$ cat src/rtl/fg_pkg.sv
package fg_pkg;
  // sequence tracker states
  typedef enum logic [1:0] {
    ST_IDLE  = 2'd0,
    ST_ARMED = 2'd1,
    ST_READY = 2'd2,
    ST_HIGH  = 2'd3
  } seqState_t;

  // strobes from control to datapath
  typedef struct packed {
    logic pageCommit;
    logic massCommit;
  } dpStrobe_t;

  localparam int unsigned PROT_W = 8;
endpackage

$ cat src/rtl/fg_datapath.sv
module fg_datapath
  import fg_pkg::*;
#(
  parameter int unsigned ADDR_W    = 16,
  parameter int unsigned PAGE_BITS = 6,
  parameter logic [ADDR_W-1:0] PROT_ADDR = 16'hFF7E
) (
  input  logic              clk,
  input  logic              rstN,
  input  logic [PROT_W-1:0] protInit,
  input  logic [ADDR_W-1:0] tgtAddr,
  input  logic              testOverride,
  input  dpStrobe_t         strobe,
  output logic [PROT_W-1:0] protValue,
  output logic              addrLocked,
  output logic              massLocked
);
  localparam int unsigned LOW_W  = ADDR_W - PROT_W;
  localparam int unsigned PAGE_W = ADDR_W - PAGE_BITS;
  localparam logic [PAGE_W-1:0] PROT_PAGE = PROT_ADDR[ADDR_W-1:PAGE_BITS];
  localparam logic [PROT_W-1:0] ERASED = '1;

  logic [ADDR_W-1:0] lockStart;
  logic              protActive;
  logic              pageHitsProt;

  assign lockStart    = {protValue, {LOW_W{1'b0}}};
  assign protActive   = (protValue != ERASED) && !testOverride;
  assign addrLocked   = protActive && (tgtAddr >= lockStart);
  assign massLocked   = protActive;
  assign pageHitsProt = (tgtAddr[ADDR_W-1:PAGE_BITS] == PROT_PAGE);

  always_ff @(posedge clk) begin
    if (!rstN) begin
      protValue <= protInit;
    end else if (strobe.massCommit || (strobe.pageCommit && pageHitsProt)) begin
      protValue <= ERASED;
    end
  end
endmodule

$ cat src/rtl/fg_ctrl.sv
module fg_ctrl
  import fg_pkg::*;
(
  input  logic      clk,
  input  logic      rstN,
  input  logic      pgmBit,
  input  logic      eraseBit,
  input  logic      eraseKind,
  input  logic      hvenReq,
  input  logic      protRead,
  input  logic      addrLocked,
  input  logic      massLocked,
  output logic      hvenGrant,
  output logic      violation,
  output dpStrobe_t strobe
);
  seqState_t state, nState;
  logic      armedErase;
  logic      nGrant, nViol;
  logic      bothLow, bothHigh, opChanged, locked;

  assign bothLow   = !pgmBit && !eraseBit;
  assign bothHigh  = pgmBit && eraseBit;
  assign opChanged = (state == ST_IDLE) || (armedErase != eraseBit);
  assign locked    = (eraseBit && eraseKind) ? massLocked : addrLocked;

  always_comb begin
    nState = state;
    nGrant = hvenGrant;
    nViol  = violation;
    strobe = '0;
    if (bothLow) begin
      nState = ST_IDLE;
      nGrant = 1'b0;
      nViol  = 1'b0;
    end else if (bothHigh) begin
      nState = ST_IDLE;
      nGrant = 1'b0;
      nViol  = 1'b1;
    end else if (opChanged) begin
      nState = ST_ARMED;
      nGrant = 1'b0;
      if (hvenReq) nViol = 1'b1;
    end else begin
      unique case (state)
        ST_ARMED: begin
          if (hvenReq) nViol = 1'b1;
          else if (protRead) nState = ST_READY;
        end
        ST_READY: begin
          if (hvenReq) begin
            if (locked) begin
              nViol = 1'b1;
            end else begin
              nState = ST_HIGH;
              nGrant = 1'b1;
              strobe.pageCommit = eraseBit && !eraseKind;
              strobe.massCommit = eraseBit && eraseKind;
            end
          end
        end
        ST_HIGH: nGrant = 1'b1;
        default: nState = ST_IDLE;
      endcase
    end
  end

  always_ff @(posedge clk) begin
    if (!rstN) begin
      state      <= ST_IDLE;
      armedErase <= 1'b0;
      hvenGrant  <= 1'b0;
      violation  <= 1'b0;
    end else begin
      state      <= nState;
      armedErase <= eraseBit;
      hvenGrant  <= nGrant;
      violation  <= nViol;
    end
  end
endmodule

$ cat src/rtl/flash_hv_gate.sv
module flash_hv_gate
  import fg_pkg::*;
#(
  parameter int unsigned ADDR_W    = 16,
  parameter int unsigned PAGE_BITS = 6,
  parameter logic [ADDR_W-1:0] PROT_ADDR = 16'hFF7E
) (
  input  logic              clk,
  input  logic              rstN,
  input  logic [7:0]        protInit,
  input  logic              pgmBit,
  input  logic              eraseBit,
  input  logic              eraseKind,
  input  logic              hvenReq,
  input  logic              protRead,
  input  logic [ADDR_W-1:0] tgtAddr,
  input  logic              testOverride,
  output logic              hvenGrant,
  output logic              violation,
  output logic [7:0]        protValue
);
  dpStrobe_t strobe;
  logic      addrLocked, massLocked;

  fg_ctrl u_ctrl (
    .clk(clk), .rstN(rstN), .pgmBit(pgmBit), .eraseBit(eraseBit),
    .eraseKind(eraseKind), .hvenReq(hvenReq), .protRead(protRead),
    .addrLocked(addrLocked), .massLocked(massLocked),
    .hvenGrant(hvenGrant), .violation(violation), .strobe(strobe)
  );

  fg_datapath #(.ADDR_W(ADDR_W), .PAGE_BITS(PAGE_BITS), .PROT_ADDR(PROT_ADDR)) u_dp (
    .clk(clk), .rstN(rstN), .protInit(protInit), .tgtAddr(tgtAddr),
    .testOverride(testOverride), .strobe(strobe), .protValue(protValue),
    .addrLocked(addrLocked), .massLocked(massLocked)
  );
endmodule

$ cat config.mk
export PLATFORM = sky130hd
export DESIGN_NAME = flash_hv_gate
export DESIGN_NICKNAME = d
export VERILOG_FILES = /design/src/rtl/fg_pkg.sv /design/src/rtl/fg_datapath.sv /design/src/rtl/fg_ctrl.sv /design/src/rtl/flash_hv_gate.sv
export SDC_FILE = /design/constraint.sdc
export NUM_CORES = 1
export LEC_CHECK = 0
export ABC_CLOCK_PERIOD_IN_PS = 3290
export BUFFER_PORTS_ARGS = -buffer_cell sky130_fd_sc_hd__clkbuf_2
export CORE_MARGIN = 2
export CORE_UTILIZATION = 48
export DETAILED_ROUTE_END_ITERATION = 10
export PLACE_DENSITY = 0.79
export SLEW_MARGIN = 10
export SYNTH_ARGS = -nofsm -noshare
export SYNTH_HDL_FRONTEND = slang
export SYNTH_SLANG_ARGS = --single-unit
export TNS_END_PERCENT = 30
$ cat constraint.sdc
create_clock -name clk -period 3.29 [get_ports clk]
set_clock_uncertainty 0.05 [all_clocks]
set_input_delay 0.4935 -clock clk [delete_from_list [all_inputs] [get_ports clk]]
set_output_delay 0.4935 -clock clk [all_outputs]
set_load 0.01 [all_outputs]
# Word-level counts from Yosys, hierarchy flattened
# Cells that the tools add are included.
# word_totals
word_cells	74
input_bits	32
register_bits	13
out_inout_bits	10
# classes
n_eq_ne	18
magnitude_cmp	1
mux	24
bitwise_logic	2
n_reduce_logical	23
# op_table
op	count
2-bit two-way mux	10
16-bit >= comparator	1
8-bit two-way mux	2
3-bit by 2-bit != test with 1-bit output (second input constant)	4
10-bit equality test (second input constant)	1
5-bit AND reduction	2
1-bit two-way mux	9
2-bit != test (second input constant)	4
8-bit != test (second input constant)	1
1-bit logical AND	7
2-bit case mux with 3 select lines	1
3-bit AND reduction	2
2-bit equality test (second input constant)	2
1-bit zero test	4
2-bit by 1-bit != test with 1-bit output (second input constant)	2
4-bit by 1-bit != test with 1-bit output (second input constant)	1
4-bit by 2-bit != test with 1-bit output (second input constant)	1
1-bit case mux with 2 select lines	2
4-bit nonzero test	1
4-bit OR reduction	1
3-bit OR reduction	1
2-bit by 1-bit equality test with 1-bit output (second input constant)	1
2-bit zero test	1
1-bit logical OR	2
4 further kinds	5

# Logic depth before layout (Yosys ltp)
# Gate-level depths: netlist of the first run.
# depth
depth_word	14
depth_mapped	7
depth_no_buf	7

# Cells and area by module
# From an unflattened synthesis of the first run, not the netlist that was laid out.
# hier_totals
cells_unflattened	104
area_unflattened_um2	997.2
# by_module_without_submodules
mod	area_each_um2	seq_area_each_um2	n_inst	cells_each
fg_datapath	570.5	240.2	1	55
fg_ctrl	426.7	100.1	1	49

# Least setup slack after synthesis of the first run
# Ideal clock, no wire load.
# synth_timing
path_type	in2reg
startpoint	input tgtAddr[9]
endpoint	register u_dp.protValue[0], enable pin
setup_time_ps	398
arrival_time_ps	2559
cell_stages	6
setup_slack_ps	283
required_ps	2842
cell_sequence	ha_1 and4b_1 a31oi_2 a21oi_1 o21ba_1 o41ai_1
# synth_between
elab_chain_len	12
elab_cells_between_ends	13
# synth_lines
element	line	rtl
start, declared	flash_hv_gate.sv:16	input logic [ADDR_W-1:0] tgtAddr,
16-bit >= comparator	fg_datapath.sv:29	assign addrLocked = protActive && (tgtAddr >= lockStart);
1-bit logical AND	fg_datapath.sv:29	
1-bit two-way mux	fg_ctrl.sv:25	assign locked = (eraseBit && eraseKind) ? massLocked : addrLocked;
2-bit two-way mux	fg_ctrl.sv:52	if (locked) begin
2-bit two-way mux	fg_ctrl.sv:51	if (hvenReq) begin
2-bit two-way mux	fg_ctrl.sv:45	unique case (state)
2-bit two-way mux	fg_ctrl.sv:40	end else if (opChanged) begin
2-bit two-way mux	fg_ctrl.sv:36	end else if (bothHigh) begin
2-bit two-way mux	fg_ctrl.sv:32	if (bothLow) begin
1-bit logical AND	fg_datapath.sv:36	end else if (strobe.massCommit || (strobe.pageCommit && pageHitsProt)) begin
1-bit logical OR (*)	fg_datapath.sv:36	
2-bit by 1-bit != test with 1-bit output (no line) (*)	n/a	
end signal, assigned	fg_datapath.sv:35	protValue <= protInit;
end, declared	fg_datapath.sv:14	output logic [PROT_W-1:0] protValue,
# Mark *: on every way between the ends. The rest lies on a longest branch, timed or not.
# A chain may end at the register's enable or synchronous reset.

# Worst setup path in the final report of the first run
# layout_timing
startpoint	register u_dp.protValue[1]
endpoint	register u_dp.protValue[5], enable pin
# layout_between
elab_chain_len	13
elab_cells_between_ends	14
# layout_lines
element	line
parallel branches: the longest is 3 deep, another holds 16-bit >= comparator	n/a
1-bit two-way mux (*)	fg_ctrl.sv:25
2-bit two-way mux (*)	fg_ctrl.sv:52
2-bit two-way mux (*)	fg_ctrl.sv:51
2-bit two-way mux (*)	fg_ctrl.sv:45
2-bit two-way mux (*)	fg_ctrl.sv:40
2-bit two-way mux (*)	fg_ctrl.sv:36
2-bit two-way mux (*)	fg_ctrl.sv:32
1-bit logical AND	fg_datapath.sv:36
1-bit logical OR (*)	fg_datapath.sv:36
2-bit by 1-bit != test with 1-bit output (no line) (*)	n/a
# Every way passes the cells marked *.

==> results.json, run 1 <==
{
  "via_count": 968,
  "hpwl_um": 2003,
  "synth_top_cell_by_area": "edfxtp_1",
  "drive_above_1_share_pct": 40.40,
  "synth_area_leaders": "edfxtp_1 (23%), ha_1 (18%), dfxtp_1 (9.6%)",
  "worstPathArrival_ns": 2.38,
  "antenna_found_initial": 0,
  "netlist_area_um2": 1045,
  "io_pins": 42,
  "clkTransAtPathRegs_ns": 0.09,
  "maxSlewViolCount": 0,
  "die_area_um2": 2566,
  "syn_inst": 106,
  "post-route-period-util_pct": 73.78,
  "ys_types": 38,
  "finalHoldViolCount": 0,
  "top_layer": "met4",
  "ys_seq_area_share_pct": 32.57,
  "drt-total-wl_um": 2290,
  "clock-root-buffer": "clkbuf_4",
  "cp-end-kind": "flop",
  "tightest_slew_ns": 0.4292,
  "worst_path_largest_cell_delay_ns": 0.42,
  "grt_first_pass_wirelength_um": 3746,
  "synth_top_area_share_pct": 22.99,
  "async_flop_share_pct": 0,
  "synth_seq_cells": 13,
  "numPortBuffers": 41,
  "die_x_um": 50.66,
  "crit_family": "compound AO/OA/AOI/OAI gates",
  "path_buf_inv": 2,
  "area_growth_pct": 25.87,
  "die_y_um": 50.66,
  "fmax_mhz": 412.0,
  "cts_sinks": 13,
  "place_ws_ns": 0.6613,
  "maxCapViolCount": 0,
  "status": "completed",
  "drt_pass1_iterations": 4,
  "ys.flop_type": "edfxtp_1",
  "power_density_nw_per_um2": 295.2,
  "final_nets": 199,
  "grt_setup_unrepaired": "no",
  "post-route-min-period_ns": 2.427,
  "routed_via_density": 5.438,
  "start_util_pct": 52.19,
  "met1Wirelength_um": 923,
  "grt_max_degree": 13,
  "cts_buffer_depth": 2,
  "synth_area_per_cell_um2": 9.856,
  "numCtsBuffers": 3,
  "finalPower_mw": 0.3882,
  "grt_pass1_vias": 961,
  "wl_met3_um": 132,
  "cts_tree": "built",
  "grt-ovfl-total": 0,
  "place.gp.congestion": 0.7681,
  "ir_worst_vdd_mv": 0.3100,
  "critPathMaxFanout": 8,
  "ant_nets": 0,
  "antennaDiodeCount": 0,
  "crit_slowest_cell": "edfxtp_1",
  "crit_type": "reg -> reg",
  "syn-num-nets": 153,
  "post_cts_resized": 0,
  "synth_edf_count": 8,
  "wl_met2_um": 1217,
  "core-area_um2": 2002,
  "setup_viol": 0,
  "maxSlewHeadroom_pct": 71.16,
  "leakage_nw": 0.6266,
  "yosysWarnings": 0,
  "hold_buffers": 0,
  "fin_ws_ns": 0.8628,
  "wl_per_cell_um": 12.87,
  "h-tree-depth": 1,
  "critPathLaunchType": "flop",
  "initialDrtViolationCount": 29,
  "clk_latency_ns": 0.28,
  "drc": 0,
  "hold_path_class": "in -> reg",
  "cts_setup_buffers": 0,
  "cp.required_ns": 3.24,
  "worstPathCellList": "inv_1, ha_1, and4b_1, a31oi_2, a21oi_1, o21ba_1, o41ai_1, buf_4",
  "num_rows": 16,
  "grt_usage_pct": 18.92,
  "setup_tns_ns": 0
}
## per-layer routing
metal / global-route usage, % / up-vias
li1: - / 479
met1: 20.56 / 449
met2: 38.16 / 38
met3: 2.083 / 2
met4: 4.505 / 0
met5: 0 / -
## cell families after synthesis
| kind of cell | Yosys count | synth area share [%] |
|---|---|---|
| multiplexers | 1 | 0.9581 |
| AND/OR/NAND/NOR | 39 | 23.35 |
| flip-flops | 13 | 32.58 |
| AO/OA/AOI/OAI | 21 | 18.56 |
| XOR/XNOR | 1 | 0.8385 |
| adder cells (fa/ha/maj) | 15 | 17.96 |
| buffers and inverters | 16 | 5.748 |
## through the flow
stage               cells  hold WS [ns]  util (%)  instance area [um^2]
finish                178        0.4106     65.69                  1315
floorplan             106        0.4165         -                  1045
global route          178        0.4074     65.69                  1315
global placement      174        0.3875     64.31                  1287
detailed placement    174        0.4009     64.31                  1287
CTS                   178        0.4115     65.69                  1315
## state kept, by name, indices dropped and copies added (netlist names)
register / cells
u_ctrl.armedErase: 1
u_ctrl.hvenGrant: 1
u_ctrl.violation: 1
u_ctrl.state: 2
u_dp.protValue: 8
## power breakdown
group / internal [mW] / total, mW / switching (mW)
Combinational: 0.0471 / 0.0987 / 0.0517
Clock: 0.0451 / 0.101 / 0.0563
Sequential: 0.182 / 0.188 / 0.00604
Total: 0.274 / 0.388 / 0.114
## path summary, 6_finish.rpt
kind | start | endpoint | slack, ns | cells after the start
hold reg to reg | u_ctrl.violation | u_ctrl.violation | 0.41 | 2
hold / removal | protInit[3] | u_dp.protValue[3] | 0.41 | 2
setup reg to reg | u_dp.protValue[1] | u_dp.protValue[5] | 0.86 | 8
setup / recovery | u_dp.protValue[1] | u_dp.protValue[5] | 0.86 | 8
## cell usage after synthesis (2+ instances only)
master	n
a21oi_1	4
o21a_1	2
nand2_1	5
nand3_1	3
nor2_1	4
nor2b_1	2
or2_2	8
edfxtp_1	8
ha_1	15
nand4_1	4
nor3_1	5
o21ai_0	2
dfxtp_1	5
inv_1	15
## layout by cell type, fill, tap and decap left out, types with 2 or more instances in the layout
cell / n
clkbuf_2: 41
inv_1: 15
ha_1: 15
or2_2: 8
edfxtp_1: 8
nand2_1: 5
nor3_1: 5
dfxtp_1: 5
a21oi_1: 4
nand4_1: 4
nor2_1: 4
nand3_1: 3
clkbuf_4: 3
o21ai_0: 2
nor2b_1: 2
o21a_1: 2
## area by class of cell
type                       instances  area (um^2)
clock buffer                       3        22.52
fill                             170        686.9
inverter                          15        56.30
sequential                        13        340.3
timing repair buffer              42        212.7
tap                               27        33.78
multi-input combinational         77        644.4
clock inverter                     1        5.005
Note: power is estimated with default switching activity, not from simulation.
==> run 2, diff against run 1 <==
--- a/config.mk
+++ b/config.mk
@@ -5,7 +5,8 @@
 export SDC_FILE = /design/constraint.sdc
 export NUM_CORES = 1
 export LEC_CHECK = 0
-export ABC_CLOCK_PERIOD_IN_PS = 3290
+export ABC_AREA = 1
+export ABC_CLOCK_PERIOD_IN_PS = 2450
 export BUFFER_PORTS_ARGS = -buffer_cell sky130_fd_sc_hd__clkbuf_2
 export CORE_MARGIN = 2
 export CORE_UTILIZATION = 48
==> constraint.sdc (replaced) <==
create_clock -name clk -period 2.45 [get_ports clk]
set_clock_uncertainty 0.05 [all_clocks]
set_input_delay 0.3675 -clock clk [delete_from_list [all_inputs] [get_ports clk]]
set_output_delay 0.3675 -clock clk [all_outputs]
set_load 0.01 [all_outputs]
==> run 2 against run 1 <==
Compared with the run above:
- first-iteration DRC count decreased by 6.9%
- register-to-register slack got worse by 0.45 ns
- sequential cell count unchanged
- maximum frequency increased by 19%
- core utilization decreased by 0.46 points
- global-route usage decreased by 0.38 points
- critical path type unchanged
- largest cell class unchanged
- largest power group unchanged
- highest routed layer unchanged
==> results.json, run 2 <==
{
  "grt_pass1_vias": 937,
  "numCtsBuffers": 3,
  "clk_latency_ns": 0.27,
  "crit_type": "reg -> reg",
  "hold_ws_ns": 0.2939,
  "finalHoldViolCount": 0,
  "fin_cells": 209,
  "routed_via_density": 4.699,
  "yosysWarnings": 0,
  "drc": 0,
  "ys_types": 25,
  "finalPower_mw": 0.5061,
  "layout_commonest_cell": "clkbuf_2",
  "dp.cells": 205,
  "power_density_nw_per_um2": 383.8,
  "yosysMostFrequentCell": "nand2_1",
  "synth_top_area_share_pct": 22.88,
  "hold_path_class": "in -> reg",
  "final_nets": 230,
  "cts_buffer_depth": 2,
  "worst_path_largest_cell_delay_ns": 0.39,
  "cts_tree": "built",
  "area_growth_pct": 25.63,
  "regMostFlops": "u_dp.protValue",
  "top_layer": "met4",
  "path_buf_inv": 2,
  "ant_nets": 0,
  "fmax_mhz": 489.7,
  "hold_buffers": 0,
  "syn-num-nets": 184,
  "final_cell_mix": "clkbuf_2 (41), nand2_1 (28), inv_1 (23)",
  "io_pins": 42,
  "cp-end-kind": "flop",
  "status": "completed",
  "syn_inst": 137,
  "synth_seq_cells": 13,
  "leakage_nw": 0.7089,
  "clock-root-buffer": "clkbuf_4",
  "cts_sinks": 13,
  "synth_area_leaders": "edfxtp_1 (23%), ha_1 (18%), nand2_1 (10%)",
  "num_rows": 16,
  "crit_family": "compound AO/OA/AOI/OAI gates",
  "synth_edf_count": 8,
  "wl_met2_um": 961,
  "largest_register_ffs": 8,
  "crit_slowest_cell": "edfxtp_1",
  "synth_area_per_cell_um2": 7.662,
  "maxCapViolCount": 0,
  "drt-total-wl_um": 2074,
  "synth_top_cell_by_area": "edfxtp_1",
  "post-route-period-util_pct": 83.36,
  "top_regs": "u_dp.protValue x8, u_ctrl.state x2",
  "async_flop_share_pct": 0,
  "post-route-min-period_ns": 2.042,
  "cp.required_ns": 2.38,
  "start_util_pct": 51.92,
  "h-tree-depth": 1,
  "worstPathCellList": "inv_1, ha_1, a21oi_1, nor2_1, nor2_2, nand3_2, a21oi_1, nor2_1, o21ai_1, buf_4",
  "grt-ovfl-total": 0,
  "maxSlewHeadroom_pct": 77.55,
  "ys.flop_type": "edfxtp_1",
  "met1Wirelength_um": 960,
  "die_y_um": 50.77,
  "drive_above_1_share_pct": 36.26,
  "drt_pass1_iterations": 4,
  "core-area_um2": 2022,
  "clkTransAtPathRegs_ns": 0.07,
  "ff2ff_setup_slack_ns": 0.41,
  "wl_per_cell_um": 9.923,
  "die_x_um": 50.77,
  "maxSlewViolCount": 0,
  "die_area_um2": 2577,
  "fillers": 175,
  "yosys-top-cells-count": "nand2_1 (28), inv_1 (23), nor2_1 (16)",
  "grt_usage_pct": 18.54,
  "post_cts_resized": 0,
  "antennaDiodeCount": 0,
  "antenna_found_initial": 0,
  "tightest_slew_ns": 0.3362,
  "grt_max_degree": 13,
  "place.gp.congestion": 0.9333,
  "critPathLaunchType": "flop",
  "worstPathArrival_ns": 1.97,
  "via_count": 982,
  "hpwl_um": 1841,
  "ys_seq_area_share_pct": 32.42,
  "grt_first_pass_wirelength_um": 3657,
  "numPortBuffers": 41,
  "cts_setup_buffers": 0,
  "wl_met3_um": 123,
  "ir_worst_vdd_mv": 0.3382,
  "initialDrtViolationCount": 27,
  "netlist_area_um2": 1050,
  "grt_setup_unrepaired": "no",
  "setup_viol": 0,
  "critPathMaxFanout": 8,
  "setup_tns_ns": 0
}
==> run 2: cell types whose count changed in the layout (fill, tap and decap cells not counted), moves of 3 or more <==
cell,previous run,this run
inv_1,15,23
nor2_2,0,3
nor2_1,4,16
nand4_1,4,1
nand2_1,5,28
==> run 2: logic make-up after synthesis <==
logic type,count (synthesis),share of synthesized area [%]
DFF,13,32.42
AOI/OAI and AO/OA,11,6.674
buffers and inverters,26,9.296
and+or+nand+nor,72,33.73
adders and majority gates,15,17.88
==> run 2: final cells by class <==
type	instances	area [um^2]	area share, %
multi-input combinational	98	611.8	46.39
sequential	13	340.3	25.81
timing repair buffer	42	212.7	16.13
inverter	25	93.84	7.116
tap	27	33.78	2.562
clock buffer	4	26.28	1.992
==> run 2: metal layers <==
| metal | up-vias | track usage [%] |
|---|---|---|
| li1 | 523 | - |
| met1 | 419 | 23.18 |
| met2 | 36 | 31.36 |
| met3 | 4 | 1.488 |
| met4 | 0 | 10.36 |
| met5 | - | 0 |
==> run 2: path summary, 6_finish.rpt <==
kind                startpoint  depth (start not counted)                 to
max          u_dp.protValue[5]                         10  u_dp.protValue[2]
min                protInit[3]                          2  u_dp.protValue[3]
max reg2reg  u_dp.protValue[5]                         10  u_dp.protValue[2]
min reg2reg   u_ctrl.violation                          2   u_ctrl.violation
==> run 2: power breakdown <==
part / switching [mW] / total, mW / internal, mW
clock network: 0.0634 / 0.126 / 0.0631
registers: 0.00755 / 0.252 / 0.244
logic: 0.0694 / 0.128 / 0.0584
total: 0.140 / 0.506 / 0.366
==> run 2: through the flow <==
step                      instance area, um^2  utilization (%)  setup WS, ns
after detailed placement                 1292            63.92        0.3704
after floorplan                          1050                -        0.2850
after global routing                     1319            65.22        0.2321
after CTS                                1319            65.22        0.4065
after global placement                   1292            63.92        0.4410
final                                    1319            65.22        0.4078
